<file path="config.mk">
export PLATFORM = sky130hd
export DESIGN_NAME = clkpll_ctrl
export DESIGN_NICKNAME = d
export VERILOG_FILES = /design/src/rtl/clkpll_pkg.sv /design/src/rtl/clkpll_regs.sv /design/src/rtl/clkpll_aux_stat.sv /design/src/rtl/clkpll_dpll_fsm.sv /design/src/rtl/clkpll_ctrl.sv
export SDC_FILE = /design/constraint.sdc
export NUM_CORES = 1
export LEC_CHECK = 0
export BUFFER_PORTS_ARGS = -buffer_cell sky130_fd_sc_hd__buf_4
export CELL_PAD_IN_SITES_DETAIL_PLACEMENT = 1
export CELL_PAD_IN_SITES_GLOBAL_PLACEMENT = 2
export CORE_AREA = 3 3 142 89
export DETAILED_ROUTE_END_ITERATION = 7
export DIE_AREA = 0 0 145 92
export PLACE_DENSITY_LB_ADDON = 0.1
export SLEW_MARGIN = 20
export SYNTH_ARGS = -nofsm -noshare
export SYNTH_HDL_FRONTEND = slang
export SYNTH_HIERARCHICAL = 1
export SYNTH_SLANG_ARGS = --single-unit
</file>
<file path="constraint.sdc">
create_clock -name clk -period 3 [get_ports clk]
set_clock_uncertainty 0.05 [all_clocks]
set_input_delay 0.3 -clock clk [delete_from_list [all_inputs] [get_ports clk]]
set_output_delay 0.3 -clock clk [all_outputs]
set_load 0.05 [all_outputs]
</file>
<file path="src/rtl/clkpll_pkg.sv">
package clkpll_pkg;

    typedef enum logic [2:0] {
        DP_EVAL,
        DP_BYPASS,
        DP_BAD,
        DP_ACQUIRE,
        DP_LOCKED
    } dpll_state_e;

    localparam logic [1:0] MODE_ILLEGAL = 2'd0;
    localparam logic [1:0] MODE_LP_BYP  = 2'd1;
    localparam logic [1:0] MODE_FR_BYP  = 2'd2;
    localparam logic [1:0] MODE_LOCK    = 2'd3;

    localparam logic [1:0] SRC_32K      = 2'd0;
    localparam logic [1:0] SRC_PLL      = 2'd1;
    localparam logic [1:0] SRC_PLL_X2   = 2'd2;
    localparam logic [1:0] SRC_ILLEGAL  = 2'd3;

    localparam logic [1:0] CODE_UNLOCKED = 2'd1;
    localparam logic [1:0] CODE_LOCKED   = 2'd2;
    localparam logic [1:0] CODE_SLOW     = 2'd3;

endpackage

</file>
<file path="src/rtl/clkpll_regs.sv">
module clkpll_regs #(
    parameter int ADDR_W = 12,
    parameter int MULT_W = 10,
    parameter int DIV_W  = 4,
    parameter logic [ADDR_W-1:0] OFS_EN  = 12'h500,
    parameter logic [ADDR_W-1:0] OFS_SEL = 12'h540,
    parameter logic [ADDR_W-1:0] OFS_SRC = 12'h544
) (
    input  logic              clk,
    input  logic              rst_n,
    input  logic              wr,
    input  logic [ADDR_W-1:0] addr,
    input  logic [31:0]       wdata,
    output logic [31:0]       en_q,
    output logic [31:0]       sel_q,
    output logic [1:0]        src_q,
    output logic              restart,
    output logic              warn_q
);
    import clkpll_pkg::*;

    localparam int          DIV_LSB  = 8;
    localparam int          MULT_LSB = DIV_LSB + DIV_W;
    localparam int          RATE_MSB = MULT_LSB + MULT_W - 1;
    localparam logic [31:0] EN_KEEP  = 32'h0000_00cf;
    localparam logic [31:0] SEL_KEEP = 32'h03bf_ff28;
    localparam logic [31:0] EN_RSV   = 32'hffff_ff30;
    localparam logic [31:0] SEL_RSV  = 32'hfc40_00d7;
    localparam logic [31:0] SRC_RSV  = 32'hffff_fffc;

    logic        hit_en, hit_sel, hit_src;
    logic [31:0] en_d, sel_d;
    logic [1:0]  src_d;
    logic        warn_d;

    always_comb begin
        hit_en  = wr && (addr == OFS_EN);
        hit_sel = wr && (addr == OFS_SEL);
        hit_src = wr && (addr == OFS_SRC);
        en_d    = hit_en  ? (wdata & EN_KEEP)  : en_q;
        sel_d   = hit_sel ? (wdata & SEL_KEEP) : sel_q;
        src_d   = hit_src ? wdata[1:0] : src_q;
        restart = (en_d[1:0] != en_q[1:0]) ||
                  (sel_d[RATE_MSB:DIV_LSB] != sel_q[RATE_MSB:DIV_LSB]);
        warn_d  = (hit_en  && |(wdata & EN_RSV))  ||
                  (hit_sel && |(wdata & SEL_RSV)) ||
                  (hit_src && |(wdata & SRC_RSV));
    end

    always_ff @(posedge clk or negedge rst_n) begin
        if (!rst_n) begin
            en_q   <= '0;
            sel_q  <= '0;
            src_q  <= SRC_PLL_X2;
            warn_q <= 1'b0;
        end else begin
            en_q   <= en_d;
            sel_q  <= sel_d;
            src_q  <= src_d;
            warn_q <= warn_d;
        end
    end

endmodule

</file>
<file path="src/rtl/clkpll_aux_stat.sv">
module clkpll_aux_stat (
    input  logic [1:0] mode,
    output logic       locked,
    output logic       illegal
);
    import clkpll_pkg::*;

    always_comb begin
        locked  = (mode == MODE_LOCK);
        illegal = (mode == MODE_LP_BYP) || (mode == MODE_FR_BYP);
    end

endmodule

</file>
<file path="src/rtl/clkpll_dpll_fsm.sv">
module clkpll_dpll_fsm #(
    parameter int MULT_W     = 10,
    parameter int DIV_W      = 4,
    parameter int LOCK_TICKS = 20
) (
    input  logic                     clk,
    input  logic                     rst_n,
    input  logic                     restart,
    input  logic [1:0]               mode,
    input  logic [MULT_W-1:0]        mult,
    input  logic [DIV_W-1:0]         div,
    input  logic                     ref_tick,
    output clkpll_pkg::dpll_state_e  state,
    output logic                     locked,
    output logic                     bad,
    output logic [MULT_W-1:0]        rate_num,
    output logic [DIV_W:0]           rate_den,
    output logic [MULT_W:0]          rate2_num
);
    import clkpll_pkg::*;

    localparam int                CNT_W = $clog2(LOCK_TICKS + 1);
    localparam logic [CNT_W-1:0]  LAST  = CNT_W'(LOCK_TICKS - 1);

    dpll_state_e      state_d;
    logic [DIV_W-1:0] pre_q;
    logic [CNT_W-1:0] cnt_q;
    logic             fint;
    logic             forced;
    logic             lock_mode;

    assign forced = (mult < MULT_W'(2));
    assign fint   = ref_tick && (pre_q == div);

    // next state
    always_comb begin
        state_d = state;
        if (restart) begin
            state_d = DP_EVAL;
        end else begin
            unique case (state)
                DP_EVAL: begin
                    if (forced || mode == MODE_LP_BYP || mode == MODE_FR_BYP)
                        state_d = DP_BYPASS;
                    else if (mode == MODE_ILLEGAL)
                        state_d = DP_BAD;
                    else
                        state_d = DP_ACQUIRE;
                end
                DP_ACQUIRE: begin
                    if (fint && cnt_q == LAST)
                        state_d = DP_LOCKED;
                end
                DP_BYPASS, DP_BAD, DP_LOCKED: state_d = state;
                default: state_d = DP_EVAL;
            endcase
        end
    end

    // state register
    always_ff @(posedge clk or negedge rst_n) begin
        if (!rst_n)
            state <= DP_EVAL;
        else
            state <= state_d;
    end

    // reference prescaler and lock tick counter
    always_ff @(posedge clk or negedge rst_n) begin
        if (!rst_n) begin
            pre_q <= '0;
            cnt_q <= '0;
        end else if (restart || state != DP_ACQUIRE) begin
            pre_q <= '0;
            cnt_q <= '0;
        end else if (ref_tick) begin
            if (fint) begin
                pre_q <= '0;
                if (cnt_q != LAST)
                    cnt_q <= cnt_q + 1'b1;
            end else begin
                pre_q <= pre_q + 1'b1;
            end
        end
    end

    // outputs
    always_comb begin
        lock_mode = (state == DP_ACQUIRE) || (state == DP_LOCKED);
        locked    = (state == DP_LOCKED);
        bad       = (state == DP_BAD);
        if (lock_mode) begin
            rate_num  = mult;
            rate_den  = {1'b0, div} + 1'b1;
            rate2_num = {mult, 1'b0};
        end else begin
            rate_num  = MULT_W'(1);
            rate_den  = (DIV_W+1)'(1);
            rate2_num = (MULT_W+1)'(1);
        end
    end

endmodule

</file>
<file path="src/rtl/clkpll_ctrl.sv">
module clkpll_ctrl #(
    parameter int ADDR_W     = 12,
    parameter int MULT_W     = 10,
    parameter int DIV_W      = 4,
    parameter int LOCK_TICKS = 20,
    parameter int N_AUX      = 2,
    parameter logic [ADDR_W-1:0] OFS_EN   = 12'h500,
    parameter logic [ADDR_W-1:0] OFS_STAT = 12'h520,
    parameter logic [ADDR_W-1:0] OFS_SEL  = 12'h540,
    parameter logic [ADDR_W-1:0] OFS_SRC  = 12'h544
) (
    input  logic              clk,
    input  logic              rst_n,
    input  logic              bus_wr,
    input  logic [ADDR_W-1:0] bus_addr,
    input  logic [31:0]       bus_wdata,
    output logic [31:0]       bus_rdata,
    input  logic              ref_tick,
    output logic [1:0]        core_src,
    output logic [N_AUX-1:0]  aux_locked,
    output logic              dpll_locked,
    output logic [MULT_W-1:0] rate_num,
    output logic [DIV_W:0]    rate_den,
    output logic [MULT_W:0]   rate2_num,
    output logic              cfg_err,
    output logic              rsv_warn
);
    import clkpll_pkg::*;

    localparam int DIV_LSB  = 8;
    localparam int MULT_LSB = DIV_LSB + DIV_W;

    logic [31:0]       en_q, sel_q, stat_word;
    logic [1:0]        src_q;
    logic              restart;
    logic              dpll_bad;
    logic [N_AUX-1:0]  aux_bad;
    logic [MULT_W-1:0] mult;
    logic [DIV_W-1:0]  div;
    logic [1:0]        code;
    dpll_state_e       state;

    clkpll_regs #(
        .ADDR_W(ADDR_W), .MULT_W(MULT_W), .DIV_W(DIV_W),
        .OFS_EN(OFS_EN), .OFS_SEL(OFS_SEL), .OFS_SRC(OFS_SRC)
    ) u_regs (
        .clk(clk), .rst_n(rst_n), .wr(bus_wr), .addr(bus_addr),
        .wdata(bus_wdata), .en_q(en_q), .sel_q(sel_q), .src_q(src_q),
        .restart(restart), .warn_q(rsv_warn)
    );

    // aux PLL k takes its mode from bits [7-4k:6-4k]
    for (genvar k = 0; k < N_AUX; k++) begin : g_aux
        clkpll_aux_stat u_aux (
            .mode   (en_q[7-4*k -: 2]),
            .locked (aux_locked[k]),
            .illegal(aux_bad[k])
        );
    end

    assign mult = sel_q[MULT_LSB +: MULT_W];
    assign div  = sel_q[DIV_LSB  +: DIV_W];

    clkpll_dpll_fsm #(
        .MULT_W(MULT_W), .DIV_W(DIV_W), .LOCK_TICKS(LOCK_TICKS)
    ) u_dpll (
        .clk(clk), .rst_n(rst_n), .restart(restart),
        .mode(en_q[1:0]), .mult(mult), .div(div), .ref_tick(ref_tick),
        .state(state), .locked(dpll_locked), .bad(dpll_bad),
        .rate_num(rate_num), .rate_den(rate_den), .rate2_num(rate2_num)
    );

    always_comb begin
        if (src_q == SRC_32K)
            code = CODE_SLOW;
        else if (!dpll_locked)
            code = CODE_UNLOCKED;
        else
            code = CODE_LOCKED;
        stat_word = 32'h0000_0070;
        for (int k = 0; k < N_AUX; k++)
            stat_word[9-k] = aux_locked[k];
        stat_word[1:0] = code;
    end

    always_comb begin
        if (bus_addr == OFS_EN)
            bus_rdata = en_q;
        else if (bus_addr == OFS_SEL)
            bus_rdata = sel_q;
        else if (bus_addr == OFS_SRC)
            bus_rdata = {30'd0, src_q};
        else if (bus_addr == OFS_STAT)
            bus_rdata = stat_word;
        else
            bus_rdata = '0;
    end

    assign core_src = src_q;
    assign cfg_err  = (|aux_bad) || dpll_bad || (src_q == SRC_ILLEGAL);

endmodule

</file>
* Yosys cells after proc, flatten, opt, wreduce, memory -nomap -nowiden
Index checks and enable logic that the tools add are counted.
Storage, ports and cells: bits in registers 40, input bits 48, output and inout port bits 65, word-level logic and storage cells 93
Operators by class: add/subtract/negate cells 3, magnitude comparators 1, eq/ne operators 25, mux-type cells 23, reductions and logical operators 32
Operators by type and width (number):
- 26-bit two-way mux | 2
- 12-bit by 11-bit equality test with 1-bit output (second input constant) | 4
- 10-bit two-way mux | 3
- 30-bit OR reduction | 1
- 26-bit OR reduction | 1
- 5-bit two-way mux | 5
- 22-bit two-way mux | 1
- 14-bit != test | 1
- 13-bit OR reduction | 1
- 2-bit equality test (second input constant) | 6
- 4-bit two-way mux | 3
- 1-bit logical OR | 11
- 11-bit two-way mux | 1
- 10-bit by 2-bit less-than comparator with 1-bit output (second input constant) | 1
- 3-bit two-way mux | 3
- 3-bit case mux with 3 select lines | 1
- 1-bit logical AND | 8
- 2-bit by 1-bit equality test with 1-bit output (second input constant) | 3
- 3-bit by 2-bit equality test with 1-bit output (second input constant) | 2
- 2-bit two-way mux | 3
- 2-bit nonzero test | 3
- 4-bit by 1-bit adder with 5-bit output (second input constant) | 1
- 5-bit by 1-bit adder with 5-bit output (second input constant) | 1
- 5-bit equality test (second input constant) | 1
- 16 further kinds | 17

* Longest topological paths before layout
Gate-level depths: netlist (run 1).
word-level depth 8, depth in mapped cells 9, mapped depth without buffers 8

* Modules after synthesis
Netlist (run 1), hierarchy kept.
Modules (own cells, without submodules):
- clkpll_regs | instances 1, cells an instance 148, area each 1740.4 µm², sequential area each 701.9 µm²
- clkpll_dpll_fsm | instances 1, cells an instance 123, area each 994.7 µm², sequential area each 300.3 µm²
- clkpll_ctrl | instances 1, cells an instance 98, area each 649.4 µm², sequential area each 0.0 µm²
- clkpll_aux_stat | instances 2, cells an instance 1, area each 12.5 µm², sequential area each 0.0 µm²

* Worst setup path before layout (run 1)
OpenSTA, ideal clock, no wires.
path kind input port to output port, start point in bus_addr[4], end point out bus_rdata[5], arrival 2.590 ns, data required time 2.650 ns, slack 0.060 ns, cell stages on the path 3, path buffers 0, cells stage by stage nor4b_2 > nand4_2 > a2111oi_1
On the way: longest elaborated chain between the ends 5, elaborated cells between the ends (all ways) 8, those cells by class eq/ne: 4; mux: 4
Ends and longest elaborated chain:
- start, declared | RTL line clkpll_ctrl.sv:15 | input logic [ADDR_W-1:0] bus_addr,
- 12-bit by 11-bit equality test with 1-bit output | RTL line clkpll_ctrl.sv:93 | else if (bus_addr == OFS_STAT)
- 10-bit two-way mux | RTL line clkpll_ctrl.sv:93
- 10-bit two-way mux | RTL line clkpll_ctrl.sv:91 | else if (bus_addr == OFS_SRC)
- 26-bit two-way mux | RTL line clkpll_ctrl.sv:89 | else if (bus_addr == OFS_SEL)
- 26-bit two-way mux * | RTL line clkpll_ctrl.sv:87 | if (bus_addr == OFS_EN)
- end, declared | RTL line clkpll_ctrl.sv:17 | output logic [31:0] bus_rdata,
Mark *: on every way between the ends. The rest lies on a longest branch, timed or not.

* Worst setup path in the final report (run 1)
start point reg u_regs.sel_q[10], end point reg u_dpll.cnt_q[2]
On the way: longest elaborated chain between the ends 6, elaborated cells between the ends (all ways) 11, those cells by class eq/ne: 2; mux: 2; reduce/logical: 7
Ends and longest elaborated chain:
- start, declared | RTL line clkpll_regs.sv:15 | output logic [31:0] sel_q,
- start signal, assigned | RTL line clkpll_regs.sv:58 | sel_q <= sel_d;
- 22-bit two-way mux | RTL line clkpll_regs.sv:41 | sel_d = hit_sel ? (wdata & SEL_KEEP) : sel_q;
- 14-bit != test * | RTL line clkpll_regs.sv:44 | (sel_d[RATE_MSB:DIV_LSB] != sel_q[RATE_MSB:DIV_LSB]);
- 1-bit logical OR * | RTL line clkpll_regs.sv:43 | restart = (en_d[1:0] != en_q[1:0]) ||
- net restart | RTL line clkpll_ctrl.sv:35 | logic restart;
- 1-bit logical OR * | RTL line clkpll_dpll_fsm.sv:73 | end else if (restart || state != DP_ACQUIRE) begin
- 2-bit nonzero test (no source line)
- 3-bit AND reduction (no source line)
- end signal, assigned | RTL line clkpll_dpll_fsm.sv:80 | cnt_q <= cnt_q + 1'b1;
- end, declared | RTL line clkpll_dpll_fsm.sv:27 | logic [CNT_W-1:0] cnt_q;
Mark *: on every way through the listed nets, which the timed path passes. The rest lies on a longest branch. A chain may end at the register's enable or synchronous reset.

==> results.ini, run 1 <==
[layout]
num-fill-cells=1352
areaGrowthSynthToFinish_pct=25.80
layout-drive-gt1-share_pct=34.85
antenna_cells=0
nNetsFinal=514

[floorplan]
die_y_um=92
fp.dieW_um=145
pin_count=113
core_mm2=0.01130
rows=30
initial_core_util_pct=30.18
die-area_mm2=0.01334

[sta]
fin_crit_sh_pct=94.01
report.final.setup_viol=0
period_minus_slack_ns=2.820
drv_slew=0
holdWs_ns=0.2082
slew_headroom_pct=36.05
hold_viol_final=0
fmax_ghz=0.3546
max_slew.worst_pin.slew_ns=0.9557
setup_tns_ns=0

[route]
dr.pass1.iters=4
drt-total-wl_mm=11.19
drc=0
ant_nets=0
vias=2963
vias_per_cell=4.764
drtIter0Drc=133
wl_per_cell_um=17.99

[logic_synthesis]
ys_warn_count=6
yosysSeqAreaShare_pct=29.39
synth-edff-count=0
synth_ff_type=dfrtp_1
synthCells=371
ys_types=61
synth_area_mm2=0.003410
synth_async_sr_flop_share_pct=100.0
syn_area_per_cell_um2=9.190
synth-seq-cells=40

[global_routing]
grt_max_degree=41
use_met1_pct=23.96
grt.busiest_layer=met2
grt_pass1_vias=3188
overflow=0
grt_util_met3_pct=3.062
antenna_found_initial=0
track_usage_pct=16.68
grt_pass1_wl_mm=17.91
use_met2_pct=26.83

[power]
total_leakage_power_nw=1.980
power.share.clock_pct=38.9
p_sw_share_pct=31.44
p_int_w=0.001094
p_sw_w=0.0005018
combPwrFrac_pct=24.2
seq_power_share_pct=36.8
power.density_mw_per_mm2=372.1
peakVddDrop_mv=0.1863

[setup_path]
crit_family=simple AND/OR/NAND/NOR gates
crit_fanout=8
critical-path-max-stage-delay_ns=0.55
path_class=reg2reg
crit_path_end_kind=register
cp.buffers_inverters=0
crit_chain=xnor2_1, nand4_1, nor4_2, o21ai_0, or2_0, or4_1, o21ai_1
cp_slowest_cell=or4_1
start_kind=register
required_ns=3.15
worstPathArrival_ns=2.98

[clock_network]
cts_buffer_depth=2
cts.sinks=40
cts_buffers=5
post_cts_buffers=0
cts-root-buf=clkbuf_16
clkLatencyLatePin_ns=0.29
clk_pin_slew_ns=0.06
htree_num_levels=2
cts_tree=done

[run]
max-cap-violations=0

[placed_design]
dpl.hpwl_mm=8.557
globalplace.congestion=0.7637
io_buffers=105

[run_status]
status=finished, final reports clean

[hold_path]
hold_path_class=in2reg

metrics by stage:
stage               area [µm²]  utilization (%)  cells  setup slack (ns)  total power (W)
floorplan                 3552                -    409           0.06049        0.0008627
global placement          4105            36.33    613            0.3370        0.0009741
detailed placement        4105            36.33    613            0.1798        0.0009830
CTS                       4283            37.91    622            0.1412         0.001615
global route              4289            37.96    622          -0.03647         0.001684
finish                    4289            37.96    622            0.1797         0.001596
synth_stat cells (3+ instances only):
cell      instances  area [µm²]
a21oi_1           5       25.02
a22oi_1          25       187.7
and2_1           12       75.07
buf_2             5       25.02
buf_4            52       390.4
clkbuf_1          7       26.28
dfrtp_1          39       975.9
ha_1              5       62.56
inv_1             4       15.01
mux2_2           17       191.4
mux2_4           10       150.1
mux2i_1           4       40.04
nand2_1          14       52.55
nand2b_1          4       25.02
nand3_1          11       55.05
nand3b_1          4       30.03
nand4_1           7       43.79
nor2_1           42       157.7
nor3_1           11       55.05
nor3b_1           3       22.52
nor4_1            8       50.05
o21ai_0           6       30.03
or3_1             3       18.77
or4_1             3       22.52
xnor2_1          20       175.2
xor2_1            7       61.31
layer usage:
layer | vias up | share of wire [%]
li1 | 1430 | -
met5 | - | 0
met2 | 54 | 46
met1 | 1474 | 51
met3 | 5 | 3.0
met4 | 0 | 0.37
placed cells by master, fill, tap and decap left out, types with 10 or more instances in the layout:
cell type  netlist  routed
buf_4           52     110
nor2_1          42      42
dfrtp_1         39      39
conb_1           1      39
a22oi_1         25      25
xnor2_1         20      20
mux2_2          17      17
nand2_1         14      14
and2_1          12      12
nor3_1          11      11
nand3_1         11      11
mux2_4          10      10
power by group through the flow:
stage	Clock (W)	Sequential [W]	Combinational, W
final	0.000621	0.000588	0.000387
after floorplan	0	0.000587	0.000275
after global placement	0	0.000594	0.000380
after global routing	0.000664	0.000590	0.000430
after detailed placement	0	0.000596	0.000386
after CTS	0.000639	0.000586	0.000389
flip-flops by register name (all words and copies together) (netlist names):
signal	cells
u_regs/src_q	2
u_regs/warn_q	1
u_dpll/cnt_q	5
u_regs/sel_q	19
u_regs/en_q	6
u_dpll/state	3
u_dpll/pre_q	4
cells by family after synthesis:
family | Yosys count | share of synthesized area, %
and+or+nand+nor | 140 | 23.67
DFF | 40 | 29.39
AOI/OAI and AO/OA | 57 | 12.55
buffers and inverters | 70 | 14.31
adders and majority gates | 5 | 1.835
other | 1 | 0.1100
xor gates and xnor gates | 27 | 6.936
muxes | 31 | 11.19
final cells by class:
| cell class | instances | area (µm²) | share of cell area (%) |
|---|---|---|---|
| Multi-Input combinational cell | 299 | 2068 | 48.22 |
| Timing Repair Buffer | 111 | 835.8 | 19.49 |
| Sequential cell | 40 | 1002 | 23.37 |
| Inverter | 4 | 15.01 | 0.3501 |
| Tap cell | 160 | 200.2 | 4.667 |
| Clock buffer | 5 | 125.1 | 2.917 |
| Clock inverter | 3 | 42.54 | 0.9918 |
what timing repair did:
item / 4_1_cts / 5_1_grt
setup endpoints to repair: 0 / 6
resized for setup: 0 / 1
hold buffers: 1 / 0
endpoints found under the hold margin: 39 / 0
worst reg2reg max path, cell delays in order, from the launching register on:
cell     delay [ns]
dfrtp_1        0.50
xnor2_1        0.28
nand4_1        0.17
nor4_2         0.44
o21ai_0        0.25
or2_0          0.41
or4_1          0.56
o21ai_1        0.10
path summary, 6_finish.rpt:
kind	cells past startpoint	endpoint	from	slack, ns
setup / recovery	7	u_dpll/cnt_q[2]	u_regs/sel_q[10]	0.18
hold / removal	2	u_regs/sel_q[23]	bus_wdata[23]	0.21
setup reg to reg	7	u_dpll/cnt_q[2]	u_regs/sel_q[10]	0.18
hold reg to reg	1	u_regs/sel_q[3]	u_regs/sel_q[3]	0.46
max in group asynchronous	2	u_regs/sel_q[14]	rst_n	2.02
min in group asynchronous	2	u_dpll/cnt_q[1]	rst_n	0.49
Note: power is estimated with default switching activity, not from simulation.
==> run 2, diff against run 1 <==
--- a/constraint.sdc
+++ b/constraint.sdc
@@ -4,2 +4,2 @@
 set_output_delay 0.3 -clock clk [all_outputs]
-set_load 0.05 [all_outputs]
+set_load 0.02 [all_outputs]
==> run 2 against run 1 <==
Against the previous run:
- sequential power hardly changed
- final area hardly changed
- worst setup slack better by 0.093 ns
- critical path depth stayed put
- clock power is 0.6% lower
- via count is 1.5% higher
==> results.ini, run 2 (synthesis gave the netlist of run 1 again) <==
[placed_design]
dp_slack_ns=0.2220  ; was 0.1798 ns
placed_cells=613  ; unchanged
dpl_cell_area_mm2=0.004105  ; unchanged
dpl.hpwl_mm=8.439  ; was 8.557 mm
io_buffers=105  ; unchanged
globalplace.congestion=0.7646  ; was 0.7637

[clock_network]
cts-root-buf=clkbuf_16  ; unchanged
post_cts_buffers=0  ; unchanged
clkLatencyLatePin_ns=0.28  ; was 0.29 ns
cts.sinks=40  ; unchanged
cts_buffers=5  ; unchanged
cts_tree=done  ; unchanged
cts_buffer_depth=2  ; unchanged
clk_pin_slew_ns=0.06  ; about the same
htree_num_levels=2  ; unchanged

[power]
peakVddDrop_mv=0.1818  ; was 0.1863 mV
power.density_mw_per_mm2=364.0  ; was 372.1 mW/mm²
total_leakage_power_nw=1.980  ; about the same
total_power_w=0.001561  ; was 0.001596 W

[setup_path]
required_ns=3.16  ; was 3.15 ns
crit_path_end_kind=register  ; unchanged
worstPathArrival_ns=2.89  ; was 2.98 ns
start_kind=register  ; unchanged
crit_fanout=8  ; unchanged
path_class=reg2reg  ; unchanged
reg2regPathDepth=7  ; unchanged

[floorplan]
rows=30  ; unchanged
pin_count=113  ; unchanged
die-area_mm2=0.01334  ; unchanged
initial_core_util_pct=30.18  ; unchanged
fp.dieW_um=145  ; unchanged
core_mm2=0.01130  ; unchanged
die_y_um=92  ; unchanged

[route]
drc=0  ; unchanged
ant_nets=0  ; unchanged
vias=3007  ; was 2963
drtIter0Drc=120  ; was 133
drt-total-wl_mm=10.96  ; was 11.19 mm
wl_per_cell_um=17.62  ; was 17.99 µm
vias_per_cell=4.834  ; was 4.764
dr.pass1.iters=7  ; was 4

[sta]
slew_headroom_pct=61.86  ; was 36.05%
max_slew.worst_pin.slew_ns=0.5722  ; was 0.9557 ns
fin_crit_sh_pct=90.92  ; was 94.01%
hold_viol_final=0  ; unchanged
rsz0062_at_grt=false
worst_slack_ns=0.2723  ; was 0.1797 ns
report.final.setup_viol=0  ; unchanged
setup_tns_ns=0  ; unchanged
period_minus_slack_ns=2.728  ; was 2.820 ns
fmax_ghz=0.3666  ; was 0.3546 GHz
drv_slew=0  ; unchanged

[layout]
final_area_mm2=0.004288  ; was 0.004289 mm²
antenna_cells=0  ; unchanged
largest_reg_flops=19  ; unchanged
top_regs=u_regs/sel_q (19), u_regs/en_q (6), u_dpll/cnt_q (5)  ; unchanged
final_cell_mix=buf_4, nor2_1, dfrtp_1, conb_1, a22oi_1  ; unchanged
layout-drive-gt1-share_pct=34.85  ; unchanged
areaGrowthSynthToFinish_pct=25.76  ; was 25.80%
top_register=u_regs/sel_q  ; unchanged
final_common_cell=buf_4  ; unchanged
layout.cells.non_filler=622  ; unchanged
num-fill-cells=1322  ; was 1352
nNetsFinal=514  ; unchanged

[run]
max-cap-violations=0  ; unchanged

[global_routing]
overflow=0  ; unchanged
grt_max_degree=41  ; unchanged
grt_pass1_vias=3239  ; was 3188
antenna_found_initial=0  ; unchanged
track_usage_pct=16.50  ; was 16.68%
grt_pass1_wl_mm=18.00  ; was 17.91 mm

[hold_path]
hold_depth=2  ; unchanged
hold_path_class=in2reg  ; unchanged

[run_status]
status=finished, final reports clean  ; unchanged

==> run 2: layout make-up <==
type                    instances  area (µm²)  area share [%]
clock buffers                   6       128.9           3.006
clock inverters                 2       35.03          0.8170
well taps                     160       200.2           4.669
flip-flops and latches         40        1002           23.37
multi-input cells             299        2071           48.29
inverters                       4       15.01          0.3502
repair buffers                111       835.8           19.49
==> run 2: worst paths after layout <==
| kind | start | to | slack [ns] |
|---|---|---|---|
| max | u_regs/sel_q[10] | u_dpll/cnt_q[2] | 0.27 |
| min | bus_wdata[23] | u_regs/sel_q[23] | 0.21 |
| max reg2reg | u_regs/sel_q[10] | u_dpll/cnt_q[2] | 0.27 |
| min reg2reg | u_regs/sel_q[23] | u_regs/sel_q[23] | 0.46 |
| max in group asynchronous | rst_n | u_regs/en_q[7] | 2.00 |
| min in group asynchronous | rst_n | u_dpll/cnt_q[0] | 0.48 |
==> run 2: worst max-delay path, cell delays in order, from the launching register on <==
cell,delay (ns)
dfrtp_1,0.48
xnor2_1,0.27
nand4_1,0.15
nor4_2,0.36
o21ai_0,0.25
or2_0,0.43
or4_1,0.56
o21ai_1,0.10
==> run 2: through the flow <==
step | hold WS (ns) | utilization (%)
after floorplan | -0.04559 | -
after global placement | 0.2807 | 36.33
after detailed placement | 0.2831 | 36.33
after CTS | 0.2013 | 37.87
after global routing | 0.2133 | 37.95
final | 0.2096 | 37.95
==> run 2: metal layers <==
layer	vias up	share of wire (%)	GRT usage [%]
li1	1430	-	-
met1	1508	50	23.45
met2	64	46	26.79
met3	5	4.0	3.210
met4	0	0.42	2.134
met5	-	0	0
==> run 2: what timing repair did <==
action                                  in CTS  in global routing
endpoints found under the setup margin       0                  8
hold endpoints to repair                    39                  0
hold buffers                                 1                  0
gates resized for setup                      0                  2
==> run 2: power by group <==
group          total (W)  internal [W]  switching, W  leakage, nW
clock           0.000617      0.000392      0.000225       0.0808
combinational   0.000357      0.000145      0.000212         1.35
sequential      0.000587      0.000558     0.0000289        0.551
total            0.00156       0.00109      0.000466         1.98
==> run 3, diff against run 2 <==
==> constraint.sdc (replaced) <==
create_clock -name clk -period 3 [get_ports clk]
set_clock_uncertainty 0.05 [all_clocks]
set_input_delay 0.9 -clock clk [delete_from_list [all_inputs] [get_ports clk]]
set_output_delay 0.9 -clock clk [all_outputs]
set_load 0.02 [all_outputs]
==> run 3 against run 2 <==
Against the previous run:
- critical path depth unchanged
- worst hold slack better by 0.26 ns
- sequential share of layout area decreased by 1.7 points
- the flow now finishes with violations (setup timing)
- final area is 8.1% higher
==> results.ini, run 3 (synthesis gave the netlist of run 1 again) <==
[run_status]
status=finished with violations  ; was finished, final reports clean
violations=setup timing

[layout]
top_register=u_regs/sel_q  ; unchanged
final_cell_mix=buf_4, dfrtp_1, conb_1  ; was buf_4, nor2_1, dfrtp_1, conb_1, a22oi_1
layout-drive-gt1-share_pct=40.58  ; was 34.85%
largest_reg_flops=19  ; unchanged
nNetsFinal=535  ; was 514
final_common_cell=buf_4  ; unchanged
areaGrowthSynthToFinish_pct=35.93  ; was 25.76%
top_regs=u_regs/sel_q (19), u_regs/en_q (6), u_dpll/cnt_q (5)  ; unchanged
final_util_pct=41.02  ; was 37.95%
antenna_cells=0  ; unchanged

[sta]
max_slew.worst_pin.slew_ns=0.5490  ; was 0.5722 ns
period_minus_slack_ns=3.006  ; was 2.728 ns
fin_crit_sh_pct=100.2  ; was 90.92%
drv_slew=0  ; unchanged
holdWs_ns=0.4713  ; was 0.2096 ns
report.final.setup_viol=2  ; was 0
rsz0062_at_grt=true  ; was false
setup_tns_ns=-0.009333  ; was 0 ns
hold_viol_final=0  ; unchanged
slew_headroom_pct=63.40  ; was 61.86%
fmax_ghz=0.3327  ; was 0.3666 GHz
worst_slack_ns=-0.006037  ; was 0.2723 ns

[setup_path]
cpMostUsedCell=buf_8
crit_fanout=7  ; was 8
required_ns=2.05  ; was 3.16 ns
start_kind=input port  ; was register
cp_slowest_cell=nor4b_4  ; was or4_1
critical-path-max-stage-delay_ns=0.27  ; was 0.56 ns
path_class=in2out  ; was reg2reg
crit_path_end_kind=output pin  ; was register
reg2regPathDepth=7  ; unchanged
crit_chain=buf_8, nor4b_4, nand4_2, buf_8, buf_12, a221oi_2, buf_4  ; was xnor2_1, nand4_1, nor4_2, o21ai_0, or2_0, or4_1, o21ai_1
worstPathArrival_ns=2.06  ; was 2.89 ns

[floorplan]
initial_core_util_pct=30.18  ; unchanged
die-area_mm2=0.01334  ; unchanged
rows=30  ; unchanged
core_mm2=0.01130  ; unchanged
pin_count=113  ; unchanged
fp.dieW_um=145  ; unchanged
die_y_um=92  ; unchanged

[route]
vias=3056  ; was 3007
drtIter0Drc=83  ; was 120
dr.pass1.iters=4  ; was 7
drc=0  ; unchanged
ant_nets=0  ; unchanged
m1WireLength_mm=5.578  ; was 5.471 mm
vias_per_cell=4.753  ; was 4.834
dr_wl_met3_um=497  ; was 442 µm
route.met2.wl_mm=4.729  ; was 4.999 mm
routed.top_layer=met4  ; unchanged
wl_per_cell_um=16.90  ; was 17.62 µm
drt-total-wl_mm=10.87  ; was 10.96 mm

[placed_design]
dp_slack_ns=-0.1256  ; was 0.2220 ns
globalplace.congestion=0.7904  ; was 0.7646
dpl.hpwl_mm=8.514  ; was 8.439 mm
io_buffers=105  ; unchanged

[clock_network]
cts_tree=done  ; unchanged
htree_num_levels=2  ; unchanged
hold_buffers=0  ; was 1
cts.sinks=40  ; unchanged
cts-root-buf=clkbuf_16  ; unchanged
cts_buffer_depth=2  ; unchanged
clk_pin_slew_ns=0.06  ; about the same
cts_buffers=5  ; unchanged
clkLatencyLatePin_ns=0.28  ; about the same

[hold_path]
hold_path_class=reg2reg  ; was in2reg
hold_depth=1  ; was 2

[run]
max-cap-violations=0  ; unchanged

[power]
power.density_mw_per_mm2=333.0  ; was 364.0 mW/mm²
total_leakage_power_nw=2.118  ; was 1.980 nW
total_power_w=0.001543  ; was 0.001561 W
peakVddDrop_mv=0.1753  ; was 0.1818 mV

[global_routing]
antenna_found_initial=0  ; unchanged
grt_max_degree=41  ; unchanged
track_usage_pct=16.26  ; was 16.50%
overflow=0  ; unchanged
grt_pass1_wl_mm=17.44  ; was 18.00 mm
grt_pass1_vias=3236  ; was 3239

==> run 3: cell type report <==
| class | instances | area (µm²) |
|---|---|---|
| Clock buffer | 7 | 142.6 |
| Multi-Input combinational cell | 299 | 2168 |
| Sequential cell | 40 | 1002 |
| Fill cell | 1322 | 6664 |
| Inverter | 4 | 15.01 |
| Tap cell | 160 | 200.2 |
| Timing Repair Buffer | 132 | 1099 |
| Clock inverter | 1 | 7.507 |
==> run 3: final timing paths <==
kind | from | end | slack, ns
hold / removal | u_regs/sel_q[3] | u_regs/sel_q[3] | 0.47
setup / recovery | bus_addr[4] | bus_rdata[0] | -0.006
setup reg to reg | u_regs/sel_q[16] | u_dpll/cnt_q[2] | 0.50
hold reg to reg | u_regs/sel_q[3] | u_regs/sel_q[3] | 0.47
min in group asynchronous | rst_n | u_dpll/cnt_q[1] | 0.55
max in group asynchronous | rst_n | u_regs/src_q[1] | 1.97
==> run 3: report_power, final <==
| part | total [W] | internal [W] | switching [W] | leakage (nW) |
|---|---|---|---|---|
| clock | 0.000548 | 0.000331 | 0.000216 | 0.0701 |
| sequential | 0.000585 | 0.000558 | 0.0000271 | 0.551 |
| combinational | 0.000410 | 0.000187 | 0.000223 | 1.50 |
==> run 3: what timing repair did <==
| item | 4_1_cts | 5_1_grt |
|---|---|---|
| gates cloned | 0 | 1 |
| endpoints found under the setup margin | 25 | 17 |
| gates resized for setup | 11 | 27 |
| buffers inserted | 1 | 1 |
| pin swaps | 5 | 3 |
==> run 3: worst max-delay path: cells and delay by family <==
kind                   cells  cell delay [ns]
buffers and inverters      4             0.59
AOI/OAI and AO/OA          1             0.16
and+or+nand+nor            2             0.41
==> run 3: stage by stage <==
stage | cell area [µm²] | instances
6_report | 4634 | 643
5_1_grt | 4634 | 643
3_3_place_gp | 4270 | 632
3_5_place_dp | 4270 | 632
4_1_cts | 4486 | 641
2_1_floorplan | 3562 | 409
==> run 3: per-layer routing <==
metal | track usage (%) | vias to the layer above
li1 | - | 1467
met4 | 2.846 | 0
met2 | 24.92 | 71
met5 | 0 | -
met1 | 23.93 | 1514
met3 | 3.259 | 4
